`src/rtl/vtim_pkg.sv`:
```
package vtim_pkg;

    localparam int BYTE_W   = 8;
    localparam int ADDR_W   = 3;
    localparam int NUM_CHAN = 2;

    typedef enum logic [ADDR_W-1:0] {
        RA_A_LO   = 3'd0,
        RA_A_HI   = 3'd1,
        RA_B_LO   = 3'd2,
        RA_B_HI   = 3'd3,
        RA_MODE   = 3'd4,
        RA_FLAGS  = 3'd5,
        RA_ENABLE = 3'd6,
        RA_SPARE  = 3'd7
    } reg_addr_e;

    typedef struct packed {
        logic wr_lo;
        logic wr_hi;
        logic rd_lo;
    } chan_ctl_t;

    // Channel n owns the address pair 2n (low byte) and 2n+1 (high byte).
    function automatic chan_ctl_t chan_strobes(input logic wr, input logic rd,
                                               input logic [ADDR_W-1:0] a,
                                               input int unsigned idx);
        chan_ctl_t r;
        logic [ADDR_W-1:0] lo_a;
        logic [ADDR_W-1:0] hi_a;
        lo_a = ADDR_W'(2 * idx);
        hi_a = lo_a + ADDR_W'(1);
        r.wr_lo = wr && (a == lo_a);
        r.wr_hi = wr && (a == hi_a);
        r.rd_lo = rd && (a == lo_a);
        return r;
    endfunction

endpackage

```
`src/rtl/vtim_chan.sv`:
```
module vtim_chan #(
    parameter int CNT_W    = 16,
    parameter int BYTE_W   = 8,
    parameter bit FREE_CAP = 1'b1
) (
    input  logic              clk,
    input  logic              rst,
    input  logic              tick,
    input  logic              free_run,
    input  logic              wr_lo,
    input  logic              wr_hi,
    input  logic              rd_lo,
    input  logic [BYTE_W-1:0] wdata,
    output logic [CNT_W-1:0]  count,
    output logic              flag
);
    localparam int HI_W = CNT_W - BYTE_W;
    localparam logic [CNT_W-1:0] ONE = CNT_W'(1);

    typedef struct packed {
        logic [CNT_W-1:0] cnt;
        logic [CNT_W-1:0] latch;
        logic             uf_pend;   // counter holds 0xFFFF reached by underflow
        logic             load_pend; // high byte written last cycle
        logic             armed;
        logic             flag;
    } chan_st_t;

    chan_st_t st_q, st_d;
    logic reload;
    logic fire;

    assign reload = FREE_CAP && free_run;
    assign fire   = st_q.uf_pend && st_q.armed;

    always_comb begin
        st_d = st_q;
        if (tick) begin
            if (wr_lo) st_d.latch[BYTE_W-1:0] = wdata;
            if (wr_hi) begin
                st_d.latch[CNT_W-1:BYTE_W] = wdata[HI_W-1:0];
                st_d.load_pend = 1'b1;
                st_d.armed     = 1'b1;
                st_d.flag      = 1'b0;
                st_d.uf_pend   = 1'b0;
                st_d.cnt       = st_q.cnt - ONE;
            end else begin
                if (st_q.load_pend) begin
                    st_d.cnt       = st_q.latch;
                    st_d.load_pend = 1'b0;
                    st_d.uf_pend   = 1'b0;
                end else if (st_q.uf_pend && reload) begin
                    st_d.cnt     = st_q.latch;
                    st_d.uf_pend = 1'b0;
                end else begin
                    st_d.cnt     = st_q.cnt - ONE;
                    st_d.uf_pend = (st_q.cnt == '0);
                end
                if (fire) begin
                    st_d.flag = 1'b1;
                    if (!reload) st_d.armed = 1'b0;
                end else if (rd_lo) begin
                    st_d.flag = 1'b0;
                end
            end
        end
    end

    always_ff @(posedge clk) begin
        if (rst) st_q <= '0;
        else     st_q <= st_d;
    end

    assign count = st_q.cnt;
    assign flag  = st_q.flag;


    flag_after_uf_chk: assert property (@(posedge clk) disable iff (rst)
        $rose(st_q.flag) |-> $past(st_q.uf_pend && st_q.armed && tick));


    hi_write_clear_chk: assert property (@(posedge clk) disable iff (rst)
        (tick && wr_hi) |=> (!st_q.flag && st_q.armed && st_q.load_pend));


    load_value_chk: assert property (@(posedge clk) disable iff (rst)
        (tick && st_q.load_pend && !wr_hi) |=> (st_q.cnt == $past(st_q.latch)));


    oneshot_disarm_chk: assert property (@(posedge clk) disable iff (rst)
        (tick && !wr_hi && fire && !reload) |=> !st_q.armed);


    idle_hold_chk: assert property (@(posedge clk) disable iff (rst)
        !tick |=> ($stable(st_q.cnt) && $stable(st_q.flag)));

endmodule

```
`src/rtl/vtim_irq.sv`:
```
module vtim_irq #(
    parameter int NCH = 2
) (
    input  logic           clk,
    input  logic           rst,
    input  logic           tick,
    input  logic           en_wr,
    input  logic           set_sel,
    input  logic [NCH-1:0] sel_bits,
    input  logic [NCH-1:0] flags,
    output logic [NCH-1:0] enables,
    output logic           irq_n
);
    logic [NCH-1:0] en_q;

    always_ff @(posedge clk) begin
        if (rst)
            en_q <= '0;
        else if (tick && en_wr)
            en_q <= set_sel ? (en_q | sel_bits) : (en_q & ~sel_bits);
    end

    assign enables = en_q;
    assign irq_n   = ~|(flags & en_q);


    en_hold_chk: assert property (@(posedge clk) disable iff (rst)
        !(tick && en_wr) |=> $stable(en_q));


    en_set_chk: assert property (@(posedge clk) disable iff (rst)
        (tick && en_wr && set_sel) |=> ((en_q & $past(sel_bits)) == $past(sel_bits)));


    en_clear_chk: assert property (@(posedge clk) disable iff (rst)
        (tick && en_wr && !set_sel) |=> ((en_q & $past(sel_bits)) == '0));

endmodule

```
`src/rtl/vtim_top.sv`:
```
module vtim_top
    import vtim_pkg::*;
#(
    parameter int CNT_W = 16
) (
    input  logic              clk,
    input  logic              rst,
    input  logic              cyc_en,
    input  logic              bus_wr,
    input  logic              bus_rd,
    input  logic [ADDR_W-1:0] bus_addr,
    input  logic [BYTE_W-1:0] bus_wdata,
    output logic [BYTE_W-1:0] bus_rdata,
    output logic              irq_n
);
    localparam int PAD_W = BYTE_W - 1 - NUM_CHAN;

    logic                free_run_q;
    logic [CNT_W-1:0]    ch_cnt [NUM_CHAN];
    logic [NUM_CHAN-1:0] ch_flag;
    logic [NUM_CHAN-1:0] en_bits;
    logic                en_wr;
    logic [CNT_W-1:0]    sel_cnt;

    always_ff @(posedge clk) begin
        if (rst)
            free_run_q <= 1'b0;
        else if (cyc_en && bus_wr && bus_addr == RA_MODE)
            free_run_q <= bus_wdata[0];
    end

    for (genvar i = 0; i < NUM_CHAN; i++) begin : g_ch
        chan_ctl_t ctl;
        assign ctl = chan_strobes(bus_wr, bus_rd, bus_addr, i);
        vtim_chan #(
            .CNT_W   (CNT_W),
            .BYTE_W  (BYTE_W),
            .FREE_CAP(i == 0)
        ) u_ch (
            .clk     (clk),
            .rst     (rst),
            .tick    (cyc_en),
            .free_run(free_run_q),
            .wr_lo   (ctl.wr_lo),
            .wr_hi   (ctl.wr_hi),
            .rd_lo   (ctl.rd_lo),
            .wdata   (bus_wdata),
            .count   (ch_cnt[i]),
            .flag    (ch_flag[i])
        );
    end

    assign en_wr = bus_wr && (bus_addr == RA_ENABLE);

    vtim_irq #(.NCH(NUM_CHAN)) u_irq (
        .clk     (clk),
        .rst     (rst),
        .tick    (cyc_en),
        .en_wr   (en_wr),
        .set_sel (bus_wdata[BYTE_W-1]),
        .sel_bits(bus_wdata[NUM_CHAN-1:0]),
        .flags   (ch_flag),
        .enables (en_bits),
        .irq_n   (irq_n)
    );

    assign sel_cnt = ch_cnt[bus_addr[1]];

    always_comb begin
        bus_rdata = '0;
        if (!bus_addr[2]) begin
            bus_rdata = bus_addr[0] ? BYTE_W'(sel_cnt >> BYTE_W) : sel_cnt[BYTE_W-1:0];
        end else begin
            case (reg_addr_e'(bus_addr))
                RA_MODE:   bus_rdata = {{(BYTE_W-1){1'b0}}, free_run_q};
                RA_FLAGS:  bus_rdata = {~irq_n, {PAD_W{1'b0}}, ch_flag};
                RA_ENABLE: bus_rdata = {1'b0, {PAD_W{1'b0}}, en_bits};
                default:   bus_rdata = '0;
            endcase
        end
    end

endmodule

```
`config.mk`:
```
export PLATFORM = sky130hd
export DESIGN_NAME = vtim_top
export DESIGN_NICKNAME = d
export VERILOG_FILES = /design/src/rtl/vtim_pkg.sv /design/src/rtl/vtim_chan.sv /design/src/rtl/vtim_irq.sv /design/src/rtl/vtim_top.sv
export SDC_FILE = /design/constraint.sdc
export NUM_CORES = 1
export LEC_CHECK = 0
export BUFFER_PORTS_ARGS = -buffer_cell sky130_fd_sc_hd__buf_4
export CORE_MARGIN = 4
export CORE_UTILIZATION = 43
export CTS_CLUSTER_SIZE = 10
export DETAILED_ROUTE_END_ITERATION = 7
export SLEW_MARGIN = 30
export SYNTH_ARGS = -nofsm -noshare
export SYNTH_HDL_FRONTEND = slang
export SYNTH_HIERARCHICAL = 1
export SYNTH_SLANG_ARGS = --single-unit
```
`constraint.sdc`:
```
create_clock -name clk -period 3.8 [get_ports clk]
set_input_delay 0.76 -clock clk [delete_from_list [all_inputs] [get_ports clk]]
set_output_delay 0.76 -clock clk [all_outputs]
set_load 0.005 [all_outputs]
```
==> results.yml, run 1 <==
run_status:
  status: "completed"
placement:
  place_congestion: 0.8704
  hpwl_um: 7958
  port_buffers: 24
  dp.cells: 643
  place_area_um2: 4307
  place_worst_setup_slack_ns: 1.039
setup_path:
  cp_max_fo: 18
  path_class: "in -> out"
  start_kind: "input pin"
  reg2reg_to: "g_ch[0].u_ch/count[12]"
  crit_start: "bus_addr[1]"
  endpoint_kind: "output port"
  crit_required_ns: 3.04
  reg2reg_slack_ns: 1.48
  r2r_start: "g_ch[0].u_ch/count[0]"
  cp.arrival_ns: 1.85
  rr_worst_depth: 6
logic_synthesis:
  yosysSeqAreaShare: 0.3451
  syn_nets: 569
  synth_top_cell_by_area: "dfxtp_1"
  ys_seq_elements: 75
  synth_edf_count: 0
  synth.avg_cell_area_um2: 7.896
  ys.flop_type: "dfxtp_1"
  async_flop_share: 0
  synth_top_area_frac: 0.3451
  synth_warnings: 6
  synthCells: 551
  mappedNetlistArea_um2: 4350
  synthTopCellsByArea: "dfxtp_1, nand2_1, a21oi_1"
  ys_types: 65
timing:
  fin_crit_ns: 2.614
  finalWorstSetupSlack_ns: 1.186
  fin_skew_ns: 0.008013
  relSlewSlack: 0.4680
  layout_worst_path_cycle_share: 0.6878
  slew_violations: 0
  final-hold-violation-count: 0
  rsz0062_at_grt: "no"
  setup_violations: 0
  holdWs_ns: 0.4567
  worst_pin_slew_ns: 0.7979
  setup_tns_ns: 0
  max_freq_mhz: 382.6
clock_tree:
  htreeDepth: 3
  cts_hold_buf: 0
  postCtsSetupRepairBufs: 0
  cts_tree: "yes"
  cts_root_buffer: "clkbuf_8"
  cts-buffers-inserted: 9
  path_clk_slew_ns: 0.08
  clock_sink_count: 75
  insertion_delay_ns: 0.35
  cts_max_path_buffers: 2
  cts_resized: 0
floorplan:
  ioPinCount: 25
  core_area_um2: 9819
  dieArea_um2: 11790
  die_y_um: 108.6
  placementRows: 36
  start_util: 0.4430
  die_w_um: 108.6
final_layout:
  drive_above_1_share: 0.1181
  n_antenna_cell: 0
  area_growth_pct: 5.004
  fin_cells: 658
  final_nets: 539
  final_area_um2: 4568
  fin_util: 0.4652
drt:
  wl_um: 11580
  drtIter0Drc: 291
  vias: 3892
  detail-route-antenna-nets: 0
  drt_pass1_iterations: 7
  drc: 0
  viasPerCell: 5.915
  wl_per_cell_um: 17.59
power:
  p_leak_nw: 1.619
  irDropWorstVdd_uv: 266.0
  power.total_mw: 2.252
  power_density_nw_per_um2: 493.0
grt:
  track_usage: 0.2036
  grtUsageMet1: 0.3117
  grtUsageMet2: 0.2802
  grt_max_degree: 76
  grt_pass1_wl_um: 18720
  busiest_layer: "met1"
  first_global_vias: 3499
  overflow: 0
  met3_usage: 0.03761
  antenna_found_initial: 0
min_path:
  holdPathStages: 2
  worst_hold_path.endpoint: "g_ch[0].u_ch/st_q[17]"
  hold_class: "reg -> reg"
  min-delay-start: "g_ch[0].u_ch/st_q[17]"
job:
  drv_cap: 0
per-layer routing:
metal  up-vias  share of wire  wire length [um]
li1       1897              -                 -
met1      1820           0.49              5674
met2       158           0.42              4895
met3        17          0.066               762
met4         0          0.021               244
met5         -              0                 0
cell type report:
type	instances	area [um^2]
inverter	12	45.04
sequential	75	1501
timing repair buffer	29	217.7
multi-input combinational	394	2376
fill	1019	5251
clock inverter	6	137.6
tap	133	166.4
clock buffer	9	123.9
registers in the layout (all words and copies together) (netlist names), named ones only:
| name | flops |
|---|---|
| g_ch.u_ch/st_q | 38 |
| g_ch.u_ch/flag | 2 |
| free_run_q | 1 |
| g_ch.u_ch/count | 32 |
logic make-up (layout without fill, tap and decap cells):
kind of cell,count (synthesis),count (layout),synth area share
buf+inv,82,56,0.1087
compound gates,138,138,0.2033
simple gates,235,235,0.2727
flops,75,75,0.3451
fa+ha+maj,2,2,0.005751
mux,19,19,0.06442
worst max path at each step:
stage                                  end  cells after the start
detailed placement  g_ch[1].u_ch/count[15]                      5
global placement    g_ch[1].u_ch/count[15]                      5
finish                        bus_rdata[0]                      5
global route                  bus_rdata[1]                      5
floorplan            g_ch[0].u_ch/count[4]                      8
CTS                           bus_rdata[0]                      5
power breakdown:
group | internal, mW | total [mW] | switching (mW)
Combinational | 0.227 | 0.487 | 0.260
Sequential | 0.850 | 0.948 | 0.0981
Clock | 0.503 | 0.816 | 0.314
Total | 1.58 | 2.25 | 0.672
cells in the final DEF (no fill, tap or decap), types with 4 or more instances in the layout:
cell | synthesis | layout
nand2_1 | 83 | 83
dfxtp_1 | 75 | 75
a21oi_1 | 56 | 56
buf_4 | 34 | 29
nor2_1 | 27 | 27
nand3_1 | 26 | 26
nor3_1 | 21 | 21
o21ai_0 | 20 | 20
nor2b_1 | 14 | 14
inv_1 | 12 | 12
nand2b_1 | 11 | 11
mux2i_1 | 10 | 10
a31oi_1 | 9 | 9
clkbuf_8 | 2 | 9
mux4_2 | 7 | 7
and3_1 | 7 | 7
nor3b_1 | 7 | 7
or4_1 | 7 | 7
nor4_1 | 6 | 6
or3_1 | 5 | 5
bufinv_16 | 0 | 4
and2_1 | 4 | 4
o32ai_1 | 4 | 4
a211oi_1 | 4 | 4
nand4_1 | 4 | 4
critical path, stage by stage:
cell and delay, ns:
buf_4 0.21, mux4_2 0.52, nor2_1 0.11, a31oi_1 0.08, buf_4 0.17
Yosys cell counts (3+ instances only):
| library cell | count |
|---|---|
| a32oi_1 | 3 |
| a2111oi_0 | 3 |
| and2_1 | 4 |
| mux4_2 | 7 |
| o21ai_0 | 20 |
| o211ai_1 | 3 |
| a21oi_1 | 56 |
| nand2b_1 | 11 |
| o311ai_0 | 3 |
| nor2_1 | 27 |
| a32o_1 | 3 |
| nand2_1 | 83 |
| dfxtp_1 | 75 |
| mux2i_1 | 10 |
| nor2b_1 | 14 |
| o22ai_1 | 3 |
| nand3_1 | 26 |
| a211oi_1 | 4 |
| clkbuf_1 | 28 |
| nor3_1 | 21 |
| nor3b_1 | 7 |
| nor4_1 | 6 |
| a21o_1 | 3 |
| or4_1 | 7 |
| or3_1 | 5 |
| o21a_1 | 3 |
| buf_4 | 34 |
| a31oi_1 | 9 |
| inv_1 | 12 |
| and3_1 | 7 |
| o32ai_1 | 4 |
| nand4_1 | 4 |
| o2bb2ai_1 | 3 |
(Power assumes the default switching activity.)
==> inputs of run 2 (changes only) <==
Clock period 3.8 ns to 2.7 ns, I/O delays scaled along.
==> run 2 against run 1 <==
  * Sequential share of layout area is 0.30 points lower
  * Critical path depth is 1 higher
  * Critical endpoint is now g_ch[0].u_ch/count[12]
  * First-iteration DRC count is 8.2% higher
  * Total power is 38% higher
  * Clock-buffer cell count stayed put
  * Final area is 0.93% higher
  * Non-clock buffer count is 7 higher
  * Flip-flop and latch count stayed put
  * Highest routed layer unchanged
==> results.yml, run 2 (synthesis gave the netlist of run 1 again) <==
power:
  irDropWorstVdd_uv: 422.4
  power.total_mw: 3.105
  power_density_nw_per_um2: 673.5
  p_leak_nw: 1.642
drt:
  dr_wl_met2_um: 4997
  viasPerCell: 5.958
  top_layer: "met4"
  drtIter0Drc: 315
  detail-route-antenna-nets: 0
  vias: 3962
  wl_per_cell_um: 18.15
  wl_um: 12070
  wl_met3_um: 776
  wl_met1_um: 6046
  drc: 0
  drt_pass1_iterations: 5
setup_path:
  cp_max_fo: 9
  worstSetupEndpoint: "g_ch[0].u_ch/count[12]"
  cp.arrival_ns: 2.50
  crit_required_ns: 2.93
  start_kind: "flop"
  path_class: "reg -> reg"
  endpoint_kind: "flop"
  reg2reg_slack_ns: 0.43
  reg2reg_to: "g_ch[0].u_ch/count[12]"
  crit_start: "g_ch[0].u_ch/count[0]"
  r2r_start: "g_ch[0].u_ch/count[0]"
  rr_worst_depth: 6
floorplan:
  die_w_um: 108.6
  core_area_um2: 9819
  dieArea_um2: 11790
  ioPinCount: 25
  start_util: 0.4430
  die_y_um: 108.6
  placementRows: 36
clock_tree:
  cts_hold_buf: 0
  clock_sink_count: 75
  insertion_delay_ns: 0.35
  htreeDepth: 3
  cts-buffers-inserted: 9
  path_clk_slew_ns: 0.09
  cts_resized: 0
  cts_root_buffer: "clkbuf_8"
  cts_max_path_buffers: 2
  postCtsSetupRepairBufs: 0
  cts_tree: "yes"
min_path:
  hold_class: "reg -> reg"
final_layout:
  final_nets: 546
  top_register: "g_ch.u_ch/st_q"
  largest_reg_flops: 38
  final_cell_mix: "nand2_1, dfxtp_1, a21oi_1, buf_4, nor2_1"
  n_antenna_cell: 0
  mostFrequentLayoutCell: "nand2_1"
  area_growth_pct: 5.982
  drive_above_1_share: 0.1297
timing:
  setup_tns_ns: 0
  relSlewSlack: 0.5546
  final-hold-violation-count: 0
  finalWorstSetupSlack_ns: 0.4345
  slew_violations: 0
  rsz0062_at_grt: "no"
  setup_violations: 0
  fin_crit_ns: 2.266
  max_freq_mhz: 441.4
  layout_worst_path_cycle_share: 0.8391
  fin_skew_ns: 0.01352
  worst_pin_slew_ns: 0.6619
job:
  drv_cap: 0
placement:
  place_congestion: 0.8678
  place_worst_setup_slack_ns: 0.3867
  hpwl_um: 8448
  port_buffers: 24
grt:
  antenna_found_initial: 0
  grt_pass1_wl_um: 19400
  overflow: 0
  track_usage: 0.2116
  grt_max_degree: 40
  first_global_vias: 3623
run_status:
  status: "completed"
==> run 2: per-layer routing <==
layer / global-route usage / vias up
li1: - / 1922
met1: 0.3235 / 1855
met2: 0.3001 / 166
met3: 0.03463 / 19
met4: 0.06763 / 0
met5: 0 / -
==> run 2: cell type report <==
type	count	area (um^2)
Fill cell	1009	5209
Multi-Input combinational cell	394	2376
Inverter	12	45.04
Clock inverter	6	115.1
Timing Repair Buffer	36	282.8
Tap cell	133	166.4
Sequential cell	75	1501
Clock buffer	9	123.9
==> run 2: worst min-delay path by stage <==
stage	slack, ns	to	start	depth (start not counted)
finish	0.46	g_ch[1].u_ch/st_q[15]	g_ch[1].u_ch/st_q[15]	2
global route	0.46	g_ch[0].u_ch/st_q[15]	bus_wdata[3]	3
CTS	0.46	g_ch[1].u_ch/st_q[15]	g_ch[1].u_ch/st_q[15]	2
detailed placement	0.45	g_ch[1].u_ch/st_q[15]	g_ch[1].u_ch/st_q[15]	2
global placement	0.44	g_ch[1].u_ch/st_q[8]	g_ch[1].u_ch/st_q[8]	2
floorplan	0.43	g_ch[0].u_ch/st_q[6]	g_ch[0].u_ch/st_q[6]	2
==> run 2: report_power, final <==
part           switching (mW)  total, mW  internal [mW]
sequential              0.141       1.34           1.20
clock                   0.451       1.06          0.612
combinational           0.379      0.704          0.325
==> run 2: metrics by stage <==
step / utilization / instances / instance area (um^2) / hold WS (ns)
final: 0.4695 / 665 / 4611 / 0.4617
after global routing: 0.4695 / 665 / 4611 / 0.4648
after CTS: 0.4695 / 665 / 4611 / 0.4593
after detailed placement: 0.4452 / 650 / 4372 / 0.4484
after global placement: 0.4452 / 650 / 4372 / 0.4396
after floorplan: - / 551 / 4350 / 0.4315
==> run 2: worst max-delay path, cell delays in order (launching register included) <==
cell	delay (ns)
dfxtp_1	0.36
inv_1	0.09
ha_1	0.19
or3b_2	0.58
nor4_2	0.40
mux2i_1	0.12
a2111oi_0	0.42
